--- config.mk ---
export PLATFORM = sky130hd
export DESIGN_NAME = i2c_evt_vector
export DESIGN_NICKNAME = d
export VERILOG_FILES = /design/src/rtl/i2c_evt_pkg.sv /design/src/rtl/evt_flag_bank.sv /design/src/rtl/evt_prio_enc.sv /design/src/rtl/evt_regport.sv /design/src/rtl/i2c_evt_vector.sv
export SDC_FILE = /design/constraint.sdc
export NUM_CORES = 1
export LEC_CHECK = 0
export BUFFER_PORTS_ARGS = -buffer_cell sky130_fd_sc_hd__buf_2
export CORE_MARGIN = 2
export CORE_UTILIZATION = 35
export CTS_CLUSTER_DIAMETER = 100
export CTS_CLUSTER_SIZE = 10
export DETAILED_ROUTE_END_ITERATION = 16
export PLACE_DENSITY = 0.71
export SKIP_CTS_REPAIR_TIMING = 1
export SYNTH_ARGS = -nofsm -noshare
export SYNTH_HDL_FRONTEND = slang
export SYNTH_HIERARCHICAL = 1
export SYNTH_SLANG_ARGS = --single-unit
--- constraint.sdc ---
create_clock -name clk -period 3.15 [get_ports clk]
set_clock_uncertainty 0.2 [all_clocks]
set_input_delay 0.1575 -clock clk [delete_from_list [all_inputs] [get_ports clk]]
set_output_delay 0.1575 -clock clk [all_outputs]
set_load 0.02 [all_outputs]
--- src/rtl/i2c_evt_pkg.sv ---
// Package: shared constants for the I2C interrupt vector unit.
// Assumes event index i corresponds to vector code i+1.
package i2c_evt_pkg;
    localparam int NUM_EVT = 7;
    localparam int CODE_W  = $clog2(NUM_EVT + 1);

    // Event indices (priority order, 0 is most urgent)
    localparam int EV_ARB   = 0;
    localparam int EV_NACK  = 1;
    localparam int EV_ACC   = 2;
    localparam int EV_RX    = 3;
    localparam int EV_TX    = 4;
    localparam int EV_STOP  = 5;
    localparam int EV_SLAVE = 6;

    // Register byte offsets
    localparam int OFS_MASK = 'h04;
    localparam int OFS_STAT = 'h08;
    localparam int OFS_VEC  = 'h28;

    // Status bit positions
    localparam int ST_ARB    = 0;
    localparam int ST_NACK   = 1;
    localparam int ST_ACC    = 2;
    localparam int ST_STOP   = 5;
    localparam int ST_RSFULL = 11;
    localparam int ST_BUSY   = 12;
endpackage

--- src/rtl/evt_flag_bank.sv ---
// Module: evt_flag_bank
// One sticky pending flag per event. A set request wins over a clear
// request in the same cycle so that no new event is lost.
// Assumes set and clr are single-cycle requests from the same clock domain.
module evt_flag_bank #(
    parameter int N = 7
) (
    input  logic         clk,
    input  logic         rst_n,
    input  logic [N-1:0] set,
    input  logic [N-1:0] clr,
    output logic [N-1:0] pend
);
    for (genvar i = 0; i < N; i++) begin : g_flag
        // Per-event flag: reset, set dominant, then clear
        always_ff @(posedge clk) begin
            if (!rst_n)      pend[i] <= 1'b0;
            else if (set[i]) pend[i] <= 1'b1;
            else if (clr[i]) pend[i] <= 1'b0;
        end
    end
endmodule

--- src/rtl/evt_prio_enc.sv ---
// Module: evt_prio_enc
// Fixed-priority encoder: lowest request index wins. Returns code index+1
// (0 when idle) and a one-hot grant used to acknowledge the winner.
// Assumes CW is wide enough to hold N.
module evt_prio_enc #(
    parameter int N  = 7,
    parameter int CW = $clog2(N + 1)
) (
    input  logic [N-1:0]  req,
    output logic [CW-1:0] code,
    output logic [N-1:0]  grant
);
    // Scan from lowest priority upward so the lowest index is left last
    always_comb begin
        code  = '0;
        grant = '0;
        for (int i = N - 1; i >= 0; i--) begin
            if (req[i]) begin
                code     = CW'(i + 1);
                grant    = '0;
                grant[i] = 1'b1;
            end
        end
    end
endmodule

--- src/rtl/evt_regport.sv ---
// Module: evt_regport
// CPU-facing register decode: holds the mask register, forms clear
// requests (vector read acknowledge, status write-one, receive read),
// and multiplexes the read data.
// Assumes DATA_W >= 13 and that reg_rdata is sampled in the strobe cycle.
module evt_regport
    import i2c_evt_pkg::*;
#(
    parameter int ADDR_W = 8,
    parameter int DATA_W = 16,
    parameter int N      = NUM_EVT,
    parameter int CW     = CODE_W
) (
    input  logic              clk,
    input  logic              rst_n,
    input  logic              reg_wr,
    input  logic              reg_rd,
    input  logic [ADDR_W-1:0] reg_addr,
    input  logic [DATA_W-1:0] reg_wdata,
    input  logic [N-1:0]      pend,
    input  logic [N-1:0]      grant,
    input  logic [CW-1:0]     code,
    input  logic              rx_data_read,
    input  logic              core_bus_busy,
    input  logic              core_rxshift_full,
    output logic [N-1:0]      mask,
    output logic [N-1:0]      clr,
    output logic [DATA_W-1:0] reg_rdata
);
    logic hit_mask, hit_stat, hit_vec;
    logic [DATA_W-1:0] stat_view;

    // Address decode
    always_comb begin
        hit_mask = (reg_addr == ADDR_W'(OFS_MASK));
        hit_stat = (reg_addr == ADDR_W'(OFS_STAT));
        hit_vec  = (reg_addr == ADDR_W'(OFS_VEC));
    end

    // Mask register storage
    always_ff @(posedge clk) begin
        if (!rst_n)                 mask <= '0;
        else if (reg_wr && hit_mask) mask <= reg_wdata[N-1:0];
    end

    // Clear requests toward the flag bank
    always_comb begin
        clr = '0;
        if (reg_rd && hit_vec) clr = grant;
        if (reg_wr && hit_stat) begin
            clr[EV_ACC]  = clr[EV_ACC]  | reg_wdata[ST_ACC];
            clr[EV_STOP] = clr[EV_STOP] | reg_wdata[ST_STOP];
        end
        clr[EV_RX] = clr[EV_RX] | rx_data_read;
    end

    // Status register view
    always_comb begin
        stat_view            = '0;
        stat_view[ST_ARB]    = pend[EV_ARB];
        stat_view[ST_NACK]   = pend[EV_NACK];
        stat_view[ST_ACC]    = pend[EV_ACC];
        stat_view[ST_STOP]   = pend[EV_STOP];
        stat_view[ST_RSFULL] = core_rxshift_full;
        stat_view[ST_BUSY]   = core_bus_busy;
    end

    // Read data multiplexer
    always_comb begin
        if (hit_mask)      reg_rdata = DATA_W'(mask);
        else if (hit_stat) reg_rdata = stat_view;
        else if (hit_vec)  reg_rdata = DATA_W'(code);
        else               reg_rdata = '0;
    end
endmodule

--- src/rtl/i2c_evt_vector.sv ---
// Module: i2c_evt_vector (top)
// Collects I2C core event pulses into pending flags, gates them with a
// mask, encodes the most urgent one as a vector code that is acknowledged
// by reading it, and drives one level interrupt line.
// Assumes all inputs are synchronous to clk; reset is synchronous, active low.
module i2c_evt_vector
    import i2c_evt_pkg::*;
#(
    parameter int ADDR_W = 8,
    parameter int DATA_W = 16
) (
    input  logic               clk,
    input  logic               rst_n,
    input  logic [NUM_EVT-1:0] evt_pulse,
    input  logic               rx_data_read,
    input  logic               core_bus_busy,
    input  logic               core_rxshift_full,
    input  logic               reg_wr,
    input  logic               reg_rd,
    input  logic [ADDR_W-1:0]  reg_addr,
    input  logic [DATA_W-1:0]  reg_wdata,
    output logic [DATA_W-1:0]  reg_rdata,
    output logic               irq
);
    logic [NUM_EVT-1:0] pend, mask, clr, grant;
    logic [CODE_W-1:0]  vec_code;

    evt_flag_bank #(.N(NUM_EVT)) u_flags (
        .clk   (clk),
        .rst_n (rst_n),
        .set   (evt_pulse),
        .clr   (clr),
        .pend  (pend)
    );

    evt_prio_enc #(.N(NUM_EVT), .CW(CODE_W)) u_enc (
        .req   (pend & mask),
        .code  (vec_code),
        .grant (grant)
    );

    evt_regport #(.ADDR_W(ADDR_W), .DATA_W(DATA_W), .N(NUM_EVT), .CW(CODE_W)) u_regs (
        .clk               (clk),
        .rst_n             (rst_n),
        .reg_wr            (reg_wr),
        .reg_rd            (reg_rd),
        .reg_addr          (reg_addr),
        .reg_wdata         (reg_wdata),
        .pend              (pend),
        .grant             (grant),
        .code              (vec_code),
        .rx_data_read      (rx_data_read),
        .core_bus_busy     (core_bus_busy),
        .core_rxshift_full (core_rxshift_full),
        .mask              (mask),
        .clr               (clr),
        .reg_rdata         (reg_rdata)
    );

    // Interrupt line: any enabled pending event
    always_comb irq = |(pend & mask);
endmodule

==> results.md <==
* Slew HR at 53.3%
* DR iter-0 viols at 34
* Fin Setup TNS at 0 ns
* TritonCTS clock tree: built
* Failing checks: DRC
* Clk slew on worst S/H paths at 0.07 ns
* R2r setup slk at 1.30 ns
* Syn Area/Cell at approximately 8.6 µm²
* Slowest cell on crit path: dfxtp_1
* Setup violators final at 0
* Hold Vio Cnt, Final at 0
* Power Dens Cells at 252 nW/µm²
* CTS Buf Count at 3
* Core Region at roughly 2800 µm²
* Minimum clock period at ~2.2 ns
* Vias per cell at roughly 5
* Fin cells at just over 200
* Crit Path Class: register to output pin
* Clock Latency Late Sink at 0.27 ns
* Root buffer cell: clkbuf_4
* Chip Height at between 50 and 60 µm
* Die W at 58.6 µm
* Worst-path cell chain: and2_1 -> nor2_1 -> a2111oi_2 -> inv_1 -> nor3_1 -> a221o_1 -> buf_2
* Clk sink count at 14
* Post-DRT Antenna Nets at 0
* Critical Path AT at about 1.9 ns
* DRC viols at 2
* Largest area contributor in the netlist: dfxtp_1
* Max-cap violations at 0
* Final WL at about 2600 µm
* IO buf count at 38
* Commonest non-fill, non-tap cell in the layout: buf_2
* FFs w/ async S/R, synth at 0%
* Seq/Total Area, Yosys at approximately 27%
* Min-delay worst type: input pin to register
* Tcrit/Tclk final at between 70% and 80%
* Leakage at roughly 0.00062 µW
* Nets at approximately 210
* Routed WL per cell at 12.8 µm
* Tightest Pin Transition at around 0.7 ns
* CP Data Required Time at ~2.8 ns
* Worst setup EP type: output pin
* Post-synth EDFFs at 0
* Via Count at ~1000
* Drt pass-1 iters at 10
* Max-slew violations at 0
* RSZ-0062 raised after global routing: false
* Worst setup SP type: register
* Site row count at 19
* HPWL Detailed at ~2000 µm
* Flops & latches, synth at 14
* CTS H-Tree Depth at 1
* First-pass GRT wire length at approximately 4200 µm
* Critical Path Max Stage Delay at roughly 0.37 ns
* Layout area overhead at 32.5%
* Fmax at around 450 MHz
* Most frequent cells in the layout: 38 x buf_2, 15 x and2_1, 14 x dlygate4sd3_1, 14 x dfxtp_1, 14 x nand2_1
* Global-route usage over all layers at 15.5%
* Crit-path max FO at 5
* Bufs on Longest Clock Path at 2
* Gp weighted congestion at slightly below 0.9
* Mapped Area at between 1000 and 1500 µm²
* Post-synth cell types at 37
* Vias in the first global route at 968
* Die area at between 3000 and 4000 µm²
* Io pins at 55
* Maximum number of pins on one net before global-route repair at 22
* Status: finished, violations left
* GRT overflow at 0
* Top_reg_cell synth: dfxtp_1
* Mapped Cells at about 120
* Diodes inserted at 0
* Antenna violations before repair at 0
* Synth area leaders: dfxtp_1 27%, and2_1 9.0%, mux2i_1 6.7%, buf_4 5.7%, nand2_1 5.0%
* Placed cells at between 150 and 200
* Area fraction of the dominant cell type after synthesis at 26.8%
* Worst IR Drop VDD at around 0.00019 V
* Fraction of layout cells with a size suffix above 1 at a little over 30%
* Initial Util at a little under two fifths
* Synth warnings at 6
[where the power goes]
group,total [µW],switching [µW],internal (µW),leakage [µW]
clock network,94.8,50.5,44.2,0.0000138
registers,188,4.89,183,0.000115
logic,65.9,31.1,34.8,0.000487
total,349,86.5,262,0.000616
[critical path: cells and delay by family (launching register included)]
family	cells	cell delay, ns
simple gates	3	0.52
flops	1	0.37
buf+inv	2	0.23
compound gates	2	0.49
[registers in the layout, indices dropped and copies added (netlist names)]
| register | count |
|---|---|
| u_flags/pend | 7 |
| u_regs/mask | 7 |
[per-stage QoR]
| step | area, µm² | worst slack [ns] | hold slack, ns | total power, µW | utilization, % |
|---|---|---|---|---|---|
| 2_1_floorplan | 1070 | 1.40 | 0.0750 | 225 | - |
| 3_3_place_gp | 1220 | 1.12 | 0.166 | 242 | 43.5 |
| 3_5_place_dp | 1220 | 1.09 | 0.172 | 244 | 43.5 |
| 4_1_cts | 1240 | 0.902 | -0.114 | 339 | 44.3 |
| 5_1_grt | 1380 | 0.743 | 0.0983 | 372 | 49.3 |
| 6_report | 1380 | 0.911 | 0.0757 | 349 | 49.3 |
[final cells by class]
type                            instances  area, µm²
Fill cell                             267       1420
Multi-Input combinational cell         97        686
Timing Repair Buffer                   52        330
Sequential cell                        14        280
Tap cell                               31       38.8
Inverter                                7       26.3
Clock buffer                            3       22.5
[final timing paths]
check                                from                            to  cells after the start
min                          rx_data_read  u_flags/pend[3]$_SDFFE_PN0P_                      4
min reg2reg   u_regs/mask[4]$_SDFFE_PN0P_   u_regs/mask[4]$_SDFFE_PN0P_                      2
max           u_regs/mask[3]$_SDFFE_PN0P_                  reg_rdata[2]                      7
max reg2reg  u_flags/pend[0]$_SDFFE_PN0P_  u_flags/pend[5]$_SDFFE_PN0P_                      6
[Yosys cell counts, types with 3 or more instances]
| master | count |
|---|---|
| inv_1 | 7 |
| o21a_1 | 7 |
| a21oi_1 | 3 |
| buf_4 | 8 |
| mux2i_1 | 7 |
| nor3_1 | 3 |
| dfxtp_1 | 14 |
| nor2_1 | 6 |
| a221o_1 | 3 |
| and2_1 | 15 |
| nand2_1 | 14 |
| nor2b_1 | 7 |
[cell families (layout without fill, tap and decap cells)]
group           Yosys count  in the layout  synth area share [%]
mux                       7              7                  6.71
flops                    14             14                  26.8
other cells               1              7                 0.359
compound gates           22             22                  17.2
buf+inv                  17             62                  9.70
simple gates             61             61                  39.2
[layer usage]
metal / global-route usage [%] / routed length, µm
met5: 0 / 0
met4: 7.47 / 97
met3: 2.64 / 106
met2: 26.3 / 1370
met1: 19.0 / 1030
Power figures use the tool's default switching activity.
